[config.mk]
export PLATFORM = sky130hd
export DESIGN_NAME = scsi_bus_regif
export DESIGN_NICKNAME = d
export VERILOG_FILES = /design/src/rtl/scsi_regif_pkg.sv /design/src/rtl/scsi_regif_sync.sv /design/src/rtl/scsi_regif_ctrl.sv /design/src/rtl/scsi_regif_dp.sv /design/src/rtl/scsi_bus_regif.sv
export SDC_FILE = /design/constraint.sdc
export NUM_CORES = 1
export LEC_CHECK = 0
export ABC_AREA = 1
export CAP_MARGIN = 10
export CORE_ASPECT_RATIO = 0.75
export CORE_MARGIN = 3
export CORE_UTILIZATION = 49
export DETAILED_ROUTE_END_ITERATION = 12
export PLACE_DENSITY = 0.76
export SETUP_SLACK_MARGIN = 0.15
export SLEW_MARGIN = 30
export SYNTH_ARGS = -nofsm -noshare
export SYNTH_HDL_FRONTEND = slang
export SYNTH_HIERARCHICAL = 1
export SYNTH_SLANG_ARGS = --single-unit
[constraint.sdc]
create_clock -name clk -period 1.3 [get_ports clk]
set_clock_uncertainty 0.05 [all_clocks]
set_input_delay 0.26 -clock clk [delete_from_list [all_inputs] [get_ports clk]]
set_output_delay 0.26 -clock clk [all_outputs]
set_load 0.05 [all_outputs]
[src/rtl/scsi_regif_pkg.sv]
package scsi_regif_pkg;
  localparam int REG_W  = 8;
  localparam int ADDR_W = 3;

  // packed order of the synchronized bus vector
  localparam int B_IO  = REG_W;
  localparam int B_CD  = REG_W + 1;
  localparam int B_MSG = REG_W + 2;
  localparam int B_REQ = REG_W + 3;
  localparam int B_ACK = REG_W + 4;
  localparam int B_ATN = REG_W + 5;
  localparam int B_SEL = REG_W + 6;
  localparam int B_BSY = REG_W + 7;
  localparam int B_RST = REG_W + 8;
  localparam int B_PAR = REG_W + 9;
  localparam int BUS_W = REG_W + 10;

  typedef enum logic [ADDR_W-1:0] {
    A_DATA = 3'd0, A_ICR = 3'd1, A_MODE = 3'd2, A_TCR = 3'd3,
    A_STAT = 3'd4, A_BASR = 3'd5, A_IN = 3'd6, A_CLR = 3'd7
  } regAddr_e;

  typedef struct packed {
    logic wrOut;
    logic wrIcr;
    logic wrMode;
    logic wrTcr;
    logic wrSelEn;
    logic rdClr;
  } regStrobe_t;

  typedef struct packed {
    logic [REG_W-1:0] curData;
    logic [REG_W-1:0] icrRd;
    logic [REG_W-1:0] mode;
    logic [REG_W-1:0] tcrRd;
    logic [REG_W-1:0] busStat;
    logic [REG_W-1:0] basr;
    logic [REG_W-1:0] inData;
  } regView_t;
endpackage

[src/rtl/scsi_regif_sync.sv]
module scsi_regif_sync #(
  parameter int WIDTH  = 18,
  parameter int STAGES = 2
) (
  input  logic             clk,
  input  logic             rstN,
  input  logic [WIDTH-1:0] asyncIn,
  output logic [WIDTH-1:0] syncOut
);
  logic [WIDTH-1:0] stage [STAGES];

  generate
    for (genvar s = 0; s < STAGES; s++) begin : g_stage
      always_ff @(posedge clk or negedge rstN) begin
        if (!rstN) stage[s] <= '0;
        else if (s == 0) stage[s] <= asyncIn;
        else stage[s] <= stage[(s == 0) ? 0 : s-1];
      end
    end
  endgenerate

  assign syncOut = stage[STAGES-1];
endmodule

[src/rtl/scsi_regif_ctrl.sv]
module scsi_regif_ctrl
  import scsi_regif_pkg::*;
(
  input  logic [ADDR_W-1:0] hostAddr,
  input  logic              hostWr,
  input  logic              hostRd,
  input  regView_t          view,
  output regStrobe_t        strb,
  output logic [REG_W-1:0]  rdData
);
  regAddr_e addrE;
  assign addrE = regAddr_e'(hostAddr);

  always_comb begin
    strb         = '0;
    strb.wrOut   = hostWr && addrE == A_DATA;
    strb.wrIcr   = hostWr && addrE == A_ICR;
    strb.wrMode  = hostWr && addrE == A_MODE;
    strb.wrTcr   = hostWr && addrE == A_TCR;
    strb.wrSelEn = hostWr && addrE == A_STAT;
    strb.rdClr   = hostRd && addrE == A_CLR;
  end

  always_comb begin
    case (addrE)
      A_DATA:  rdData = view.curData;
      A_ICR:   rdData = view.icrRd;
      A_MODE:  rdData = view.mode;
      A_TCR:   rdData = view.tcrRd;
      A_STAT:  rdData = view.busStat;
      A_BASR:  rdData = view.basr;
      A_IN:    rdData = view.inData;
      default: rdData = '0;
    endcase
  end
endmodule

[src/rtl/scsi_regif_dp.sv]
module scsi_regif_dp
  import scsi_regif_pkg::*;
(
  input  logic             clk,
  input  logic             rstN,
  input  regStrobe_t       strb,
  input  logic [REG_W-1:0] hostWdata,
  input  logic [BUS_W-1:0] sBus,
  output regView_t         view,
  output logic             irq,
  output logic [REG_W-1:0] busDataOut,
  output logic             busParOut,
  output logic             busDataOe,
  output logic             rstOe,
  output logic             bsyOe,
  output logic             selOe,
  output logic             atnOe,
  output logic             ackOe,
  output logic             reqOe,
  output logic             msgOe,
  output logic             cdOe,
  output logic             ioOe
);
  logic [REG_W-1:0] outReg, modeReg, selEnReg, inReg;
  logic [3:0]       tcrReg;
  logic icrRst, icrTri, icrAck, icrBsy, icrSel, icrAtn, icrData;
  logic arbBusy, arbLost, parErr, busyErr;
  logic prevReq, prevAck, prevBsy, selCondQ;

  logic [REG_W-1:0] sData;
  logic sIo, sCd, sMsg, sReq, sAck, sAtn, sSel, sBsy, sRst, sPar;
  assign sData = sBus[REG_W-1:0];
  assign sIo   = sBus[B_IO];
  assign sCd   = sBus[B_CD];
  assign sMsg  = sBus[B_MSG];
  assign sReq  = sBus[B_REQ];
  assign sAck  = sBus[B_ACK];
  assign sAtn  = sBus[B_ATN];
  assign sSel  = sBus[B_SEL];
  assign sBsy  = sBus[B_BSY];
  assign sRst  = sBus[B_RST];
  assign sPar  = sBus[B_PAR];

  logic tgtMode, parCheck, parIntr, monBsy, arbitrate;
  assign tgtMode   = modeReg[6];
  assign parCheck  = modeReg[5];
  assign parIntr   = modeReg[4];
  assign monBsy    = modeReg[2];
  assign arbitrate = modeReg[0];

  // phase compare and drive gating
  logic phaseMatch, drvOk;
  assign phaseMatch = {sMsg, sCd, sIo} == tcrReg[2:0];
  assign drvOk      = !icrTri;

  assign busDataOut = outReg;
  assign busParOut  = ~^outReg;
  assign busDataOe  = drvOk && (arbitrate || (icrData && phaseMatch));
  assign rstOe      = drvOk && icrRst;
  assign bsyOe      = drvOk && icrBsy;
  assign selOe      = drvOk && icrSel;
  assign atnOe      = drvOk && icrAtn && !tgtMode;
  assign ackOe      = drvOk && icrAck && !tgtMode;
  assign reqOe      = drvOk && tgtMode && tcrReg[3];
  assign msgOe      = drvOk && tgtMode && tcrReg[2];
  assign cdOe       = drvOk && tgtMode && tcrReg[1];
  assign ioOe       = drvOk && tgtMode && tcrReg[0];

  // event detection on synchronized lines
  logic latchEvt, badPar, parSet, bsyFall, selCond, selRise, irqSet;
  assign latchEvt = tgtMode ? (prevAck && !sAck) : (prevReq && !sReq);
  assign badPar   = ~^{sData, sPar};
  assign parSet   = latchEvt && parCheck && badPar;
  assign bsyFall  = monBsy && prevBsy && !sBsy;
  assign selCond  = !sBsy && sSel && |(sData & selEnReg);
  assign selRise  = selCond && !selCondQ;
  assign irqSet   = selRise || (parSet && parIntr) || bsyFall;

  always_ff @(posedge clk or negedge rstN) begin
    if (!rstN) begin
      outReg   <= '0;
      modeReg  <= '0;
      selEnReg <= '0;
      tcrReg   <= '0;
      {icrRst, icrTri, icrAck, icrBsy, icrSel, icrAtn, icrData} <= '0;
    end else begin
      if (strb.wrOut)   outReg   <= hostWdata;
      if (strb.wrMode)  modeReg  <= hostWdata;
      if (strb.wrSelEn) selEnReg <= hostWdata;
      if (strb.wrTcr)   tcrReg   <= hostWdata[3:0];
      if (strb.wrIcr) begin
        icrRst  <= hostWdata[7];
        icrTri  <= hostWdata[6];
        icrAck  <= hostWdata[4];
        icrBsy  <= hostWdata[3];
        icrSel  <= hostWdata[2];
        icrAtn  <= hostWdata[1];
        icrData <= hostWdata[0];
      end
    end
  end

  always_ff @(posedge clk or negedge rstN) begin
    if (!rstN) begin
      prevReq  <= 1'b0;
      prevAck  <= 1'b0;
      prevBsy  <= 1'b0;
      selCondQ <= 1'b0;
      inReg    <= '0;
      arbBusy  <= 1'b0;
      arbLost  <= 1'b0;
    end else begin
      prevReq  <= sReq;
      prevAck  <= sAck;
      prevBsy  <= sBsy;
      selCondQ <= selCond;
      if (latchEvt) inReg <= sData;
      if (!arbitrate) begin
        arbBusy <= 1'b0;
        arbLost <= 1'b0;
      end else begin
        arbBusy <= arbBusy || !sBsy;
        arbLost <= arbLost || (arbBusy && sSel && !icrSel);
      end
    end
  end

  // sticky flags: a new event in the clearing cycle wins
  always_ff @(posedge clk or negedge rstN) begin
    if (!rstN) begin
      irq     <= 1'b0;
      parErr  <= 1'b0;
      busyErr <= 1'b0;
    end else begin
      irq     <= irqSet  || (irq     && !strb.rdClr);
      parErr  <= parSet  || (parErr  && !strb.rdClr);
      busyErr <= bsyFall || (busyErr && !strb.rdClr);
    end
  end

  always_comb begin
    view.curData = sData;
    view.icrRd   = {icrRst, arbBusy, arbLost, icrAck, icrBsy, icrSel, icrAtn, icrData};
    view.mode    = modeReg;
    view.tcrRd   = {4'b0000, tcrReg};
    view.busStat = {sRst, sBsy, sReq, sMsg, sCd, sIo, sSel, sPar};
    view.basr    = {2'b00, parErr, irq, phaseMatch, busyErr, sAtn, sAck};
    view.inData  = inReg;
  end
endmodule

[src/rtl/scsi_bus_regif.sv]
module scsi_bus_regif
  import scsi_regif_pkg::*;
#(
  parameter int SYNC_STAGES = 2
) (
  input  logic              clk,
  input  logic              rstN,
  input  logic [ADDR_W-1:0] hostAddr,
  input  logic              hostWr,
  input  logic              hostRd,
  input  logic [REG_W-1:0]  hostWdata,
  output logic [REG_W-1:0]  hostRdata,
  output logic              irq,
  input  logic [REG_W-1:0]  busDataIn,
  input  logic              busParIn,
  input  logic              busRstIn,
  input  logic              busBsyIn,
  input  logic              busSelIn,
  input  logic              busAtnIn,
  input  logic              busAckIn,
  input  logic              busReqIn,
  input  logic              busMsgIn,
  input  logic              busCdIn,
  input  logic              busIoIn,
  output logic [REG_W-1:0]  busDataOut,
  output logic              busParOut,
  output logic              busDataOe,
  output logic              rstOe,
  output logic              bsyOe,
  output logic              selOe,
  output logic              atnOe,
  output logic              ackOe,
  output logic              reqOe,
  output logic              msgOe,
  output logic              cdOe,
  output logic              ioOe
);
  logic [BUS_W-1:0] rawBus, sBus;
  regStrobe_t       strb;
  regView_t         view;

  assign rawBus = {busParIn, busRstIn, busBsyIn, busSelIn, busAtnIn,
                   busAckIn, busReqIn, busMsgIn, busCdIn, busIoIn, busDataIn};

  scsi_regif_sync #(.WIDTH(BUS_W), .STAGES(SYNC_STAGES)) u_sync (
    .clk(clk), .rstN(rstN), .asyncIn(rawBus), .syncOut(sBus)
  );

  scsi_regif_ctrl u_ctrl (
    .hostAddr(hostAddr), .hostWr(hostWr), .hostRd(hostRd),
    .view(view), .strb(strb), .rdData(hostRdata)
  );

  scsi_regif_dp u_dp (
    .clk(clk), .rstN(rstN), .strb(strb), .hostWdata(hostWdata), .sBus(sBus),
    .view(view), .irq(irq), .busDataOut(busDataOut), .busParOut(busParOut),
    .busDataOe(busDataOe), .rstOe(rstOe), .bsyOe(bsyOe), .selOe(selOe),
    .atnOe(atnOe), .ackOe(ackOe), .reqOe(reqOe), .msgOe(msgOe),
    .cdOe(cdOe), .ioOe(ioOe)
  );
endmodule

== Word-level counts from Yosys, hierarchy flattened ==
Index checks and enable logic that the tools add are counted.
Word-level totals
  bits of input ports: 33
  output and inout port bits: 28
  register bits: 88
Cells by class
  muxes and demuxes: 4
  reductions and logical operators: 55
  bitwise operators: 1
  equality and inequality tests: 8
Operators by type and width (number)
  8-bit case mux with 7 select lines: 1
  1-bit logical AND: 35
  3-bit equality test (second input constant): 4
  9-bit XNOR reduction: 1
  8-bit AND: 1
  1-bit logical NOT: 8
  1-bit logical OR: 8
  8-bit OR reduction: 1
  8-bit XNOR reduction: 1
  3-bit by 2-bit equality test with 1-bit output (second input constant): 2
  3-bit by 1-bit equality test with 1-bit output (second input constant): 1
  3-bit equality test: 1
  3-bit logical NOT: 1
  1-bit 2-to-1 mux: 3

== Logic depth before layout (Yosys ltp) ==
  depth after elaboration: 9
  depth in mapped cells: 12
  depth with buffers taken out: 11

== Cells and area by module ==
The synthesis kept the hierarchy.
By module, submodules not included
  scsi_regif_dp: area an instance 2650.0 sq um, cells each 305, seq. area each 1301.2 sq um, instances 1
  scsi_regif_sync: area an instance 1036.0 sq um, cells each 54, seq. area each 900.9 sq um, instances 1
  scsi_regif_ctrl: area an instance 690.7 sq um, cells each 139, seq. area each 0.0 sq um, instances 1

== Worst setup path before layout ==
No wires, ideal clock.
  path kind: reg-to-output
  start: reg u_dp.outReg[1] (netlist: u_dp/busDataOut[1])
  end: out busParOut
  arrival: 1804 ps
  stages on the path, launching flop included: 4
  buffers on the path: 0
  setup slack: -814 ps
  path through: dfrtp_1 > xor2_1 > xor2_1 > xnor2_1
Between the ends
  cells in the longest elaborated chain, start to end: 1
Ends and longest elaborated chain
  start, declared: RTL line scsi_regif_dp.sv:24  | logic [REG_W-1:0] outReg, modeReg, selEnReg, inReg;
  start signal, assigned: RTL line scsi_regif_dp.sv:87  | if (strb.wrOut) outReg <= hostWdata;
  8-bit XNOR reduction: RTL line scsi_regif_dp.sv:57  | assign busParOut = ~^outReg;
  end, declared: RTL line scsi_bus_regif.sv:26  | output logic busParOut,
No other way between the ends.

== Final worst setup path ==
  start: reg u_dp.outReg[7] (netlist: u_dp/busDataOut[7])
  end: out busParOut
The elaborated chain is that of the path after synthesis.

==> results <==
==> metal layers <==
metal	share of wire	wire [µm]	vias up
li1	-	-	1740
met1	0.42	5614	1889
met2	0.48	6507	184
met3	0.077	1035	29
met4	0.022	296	0
met5	0	0	-
==> timing repair <==
action / CTS / global route
setup buffers: 17 / 6
hold buffers: 1 / 0
gates resized for setup: 110 / 68
gates cloned: 6 / 1
setup endpoints to repair: 75 / 59
endpoints found under the hold margin: 88 / 0
pin swaps: 49 / 21
==> cell type report <==
cell class / count / area (µm²)
inverter: 52 / 249.0
fill: 506 / 1615
clock buffer: 10 / 239.0
multi-input combinational: 292 / 2131
sequential: 88 / 2226
timing repair buffer: 147 / 1883
tap: 108 / 135.1
timing repair inverter: 1 / 30.03
clock inverter: 6 / 55.05
==> Yosys cell counts <==
cell type	number	area, µm²
nand2_4	1	11.26
inv_2	7	26.28
a31oi_1	1	6.260
o22ai_1	4	25.02
nand3b_1	1	7.510
nor2_2	1	6.260
o21ai_0	22	110.1
nand2_2	3	18.77
clkbuf_1	2	7.510
inv_1	44	165.2
nand2_1	101	379.1
nor2_1	53	198.9
mux2_2	14	157.7
nor2_4	1	11.26
nor4_1	3	18.77
clkinv_1	1	3.750
buf_4	61	457.9
buf_2	8	40.04
nor4_2	2	25.02
nand4_1	33	206.5
xor2_1	3	26.28
a21oi_1	10	50.05
a21boi_0	1	7.510
a21oi_2	2	17.52
xnor2_1	7	61.31
buf_8	1	15.01
conb_1	1	3.750
dfrtp_1	88	2202
nor3_1	2	10.01
nand3_1	20	100.1
==> through the flow <==
| step | cells | instance area [µm²] |
|---|---|---|
| after floorplan | 503 | 4871 |
| after global placement | 657 | 5747 |
| after detailed placement | 657 | 5747 |
| after CTS | 697 | 6648 |
| after global routing | 704 | 6948 |
| final | 704 | 6948 |
==> registers in the layout, summed over array words and instances (netlist names), 4 cells and up <==
register,count
u_dp/selEnReg,8
u_dp/modeReg,8
u_sync/syncOut,18
u_dp/inReg,8
u_dp/busDataOut,8
u_sync/stage,18
u_dp/tcrReg,4
==> where the power goes <==
part	switching [W]	total [W]	internal (W)	leakage (nW)
registers	0.000346	0.00349	0.00315	1.02
logic	0.00225	0.00436	0.00211	2.01
clock network	0.00119	0.00259	0.00140	0.147
total	0.00378	0.0104	0.00665	3.17
==> layout by cell type, fill, tap and decap left out, drive strengths merged <==
cell,instances
a21boi,1
clkbuf,10
nand3,20
clkinv,2
nand3b,1
nor4,5
inv,57
conb,6
xor2,3
mux2,14
o22ai,4
bufbuf,1
a21oi,12
dlygate4sd3,1
dfrtp,88
buf,118
nor3,2
o21ai,22
nor2,55
nand4,33
clkdlybuf4s50,27
xnor2,7
nand2,106
a31oi,1
==> critical path: cells and delay by family (launching register included) <==
| family | cells | cell delay, ps |
|---|---|---|
| flops | 1 | 430 |
| buf+inv | 1 | 170 |
| xor+xnor | 3 | 630 |
==> kinds of logic (layout without fill, tap and decap cells) <==
kind of cell,count (synthesis),count (layout),share of synthesized area
AND/OR/NAND/NOR,221,222,0.2270
buffers and inverters,124,216,0.1635
flip-flops,88,88,0.5031
AO/OA/AOI/OAI,40,40,0.04946
multiplexers,14,14,0.03602
XOR/XNOR,10,10,0.02001
other,1,6,0.0008568
==> how the worst min path moves through the flow <==
stage / slack [ps] / end / from / depth (start not counted)
final: 290 / u_sync/stage[32]$_DFF_PN0_ / busSelIn / 1
after global routing: 290 / u_sync/stage[32]$_DFF_PN0_ / busSelIn / 1
after CTS: 290 / u_sync/stage[32]$_DFF_PN0_ / busSelIn / 1
after detailed placement: 230 / u_dp/modeReg[5]$_DFFE_PN0P_ / rstN / 2
after global placement: 230 / u_dp/arbBusy$_DFF_PN0_ / rstN / 2
after floorplan: -90 / u_dp/arbBusy$_DFF_PN0_ / rstN / 0
==> results.toml <==
[clock_tree]
clock-root-buffer = "clkbuf_16"
htreeDepth = 3
cts_buffers = 9
cts_sinks = 88
clk_pin_slew_ps = 70
cts_buffer_depth = 2
cts_tree = "yes"
clk_latency_ps = 350

[die]
design.core.area_um2 = 8563
fp.dieH_um = 87.85
dieArea_um2 = 10110
die_w_um = 115.1
rows = 29
start_util = 0.5111
io_pins = 61

[global_route]
grtUsageMet2 = 0.4081
antenna_found_initial = 0
grt_max_degree = 55
grt_pass1_wl_um = 20200
grt_pass1_vias = 3866
grt.total_usage = 0.2668
grtUsageMet1 = 0.3707
grt_overflow_total = 0
grt.busiest_layer = "met2"
grt_util_met3 = 0.06354

[cells_and_area]
nNetsFinal = 624
diodes = 0
fin_util = 0.8114
drive_gt1_frac = 0.4950
syn_to_final_growth_pct = 58.75

[timing]
timing.final.crit_share = 1.461
final_hold_viol_count = 0
worst_slack_ps = -599.7
setup-tns-final_ps = -8098
fmaxAchievable_mhz = 526.4
setup_viol = 38
rsz0062_at_grt = "true"
slew_viol_final = 0
holdWs_ps = 291.9
period_minus_slack_ps = 1900

[pwr]
total_power_w = 0.01044
powerDensity_nw_per_um2 = 1502
power.leakage_nw = 3.172
ir_drop_uv = 1297

[setup_path]
path_cells = "xnor2_2, xor2_2, xnor2_4, buf_12"
worstSetupStartpointType = "flop"
max_stage_delay_ps = 430
arrival_ps = 1590
endpoint_kind = "output port"
rr_worst_depth = 11
path_class = "flop to output port"
timing.rr.end = "u_dp/irq$_DFF_PN0_"
cp-endpoint = "busParOut"
crit_start = "u_dp/busDataOut[7]$_DFFE_PN0P_"
crit_required_ps = 990
r2r-start = "u_sync/syncOut[5]$_DFF_PN0_"
crit_slowest_cell = "dfrtp_2"
r2r_slack_ps = -140
cp_max_fo = 2

[logic_synthesis]
synth_cell_types = 30
syn_avg_cell_area_um2 = 8.789
syn_area_um2 = 4377
ys_warn_count = 6
ys_seq_area_frac = 0.5031
synth_cells = 498
ys_seq_elements = 88

[detailed_routing]
vias = 3842
wl_per_cell_um = 19.11
viasPerCell = 5.457
route.detailed.drc = 0
first_pass_iters = 5
postRouteAntennaNets = 0
wl_um = 13450
drt-initial-drc-count = 361

[run_status]
violations = "negative setup slack"
status = "complete, but fails checks"

[hold_path]
hold_path_class = "input port to flop"

[placement]
post-place-ws_ps = -791.9
routabilityCongestion = 0.8792
dp_hpwl_um = 8291
io_buffers = 60

[flow_run]
cap_violations = 0
Note: power is estimated with default switching activity, not from simulation.
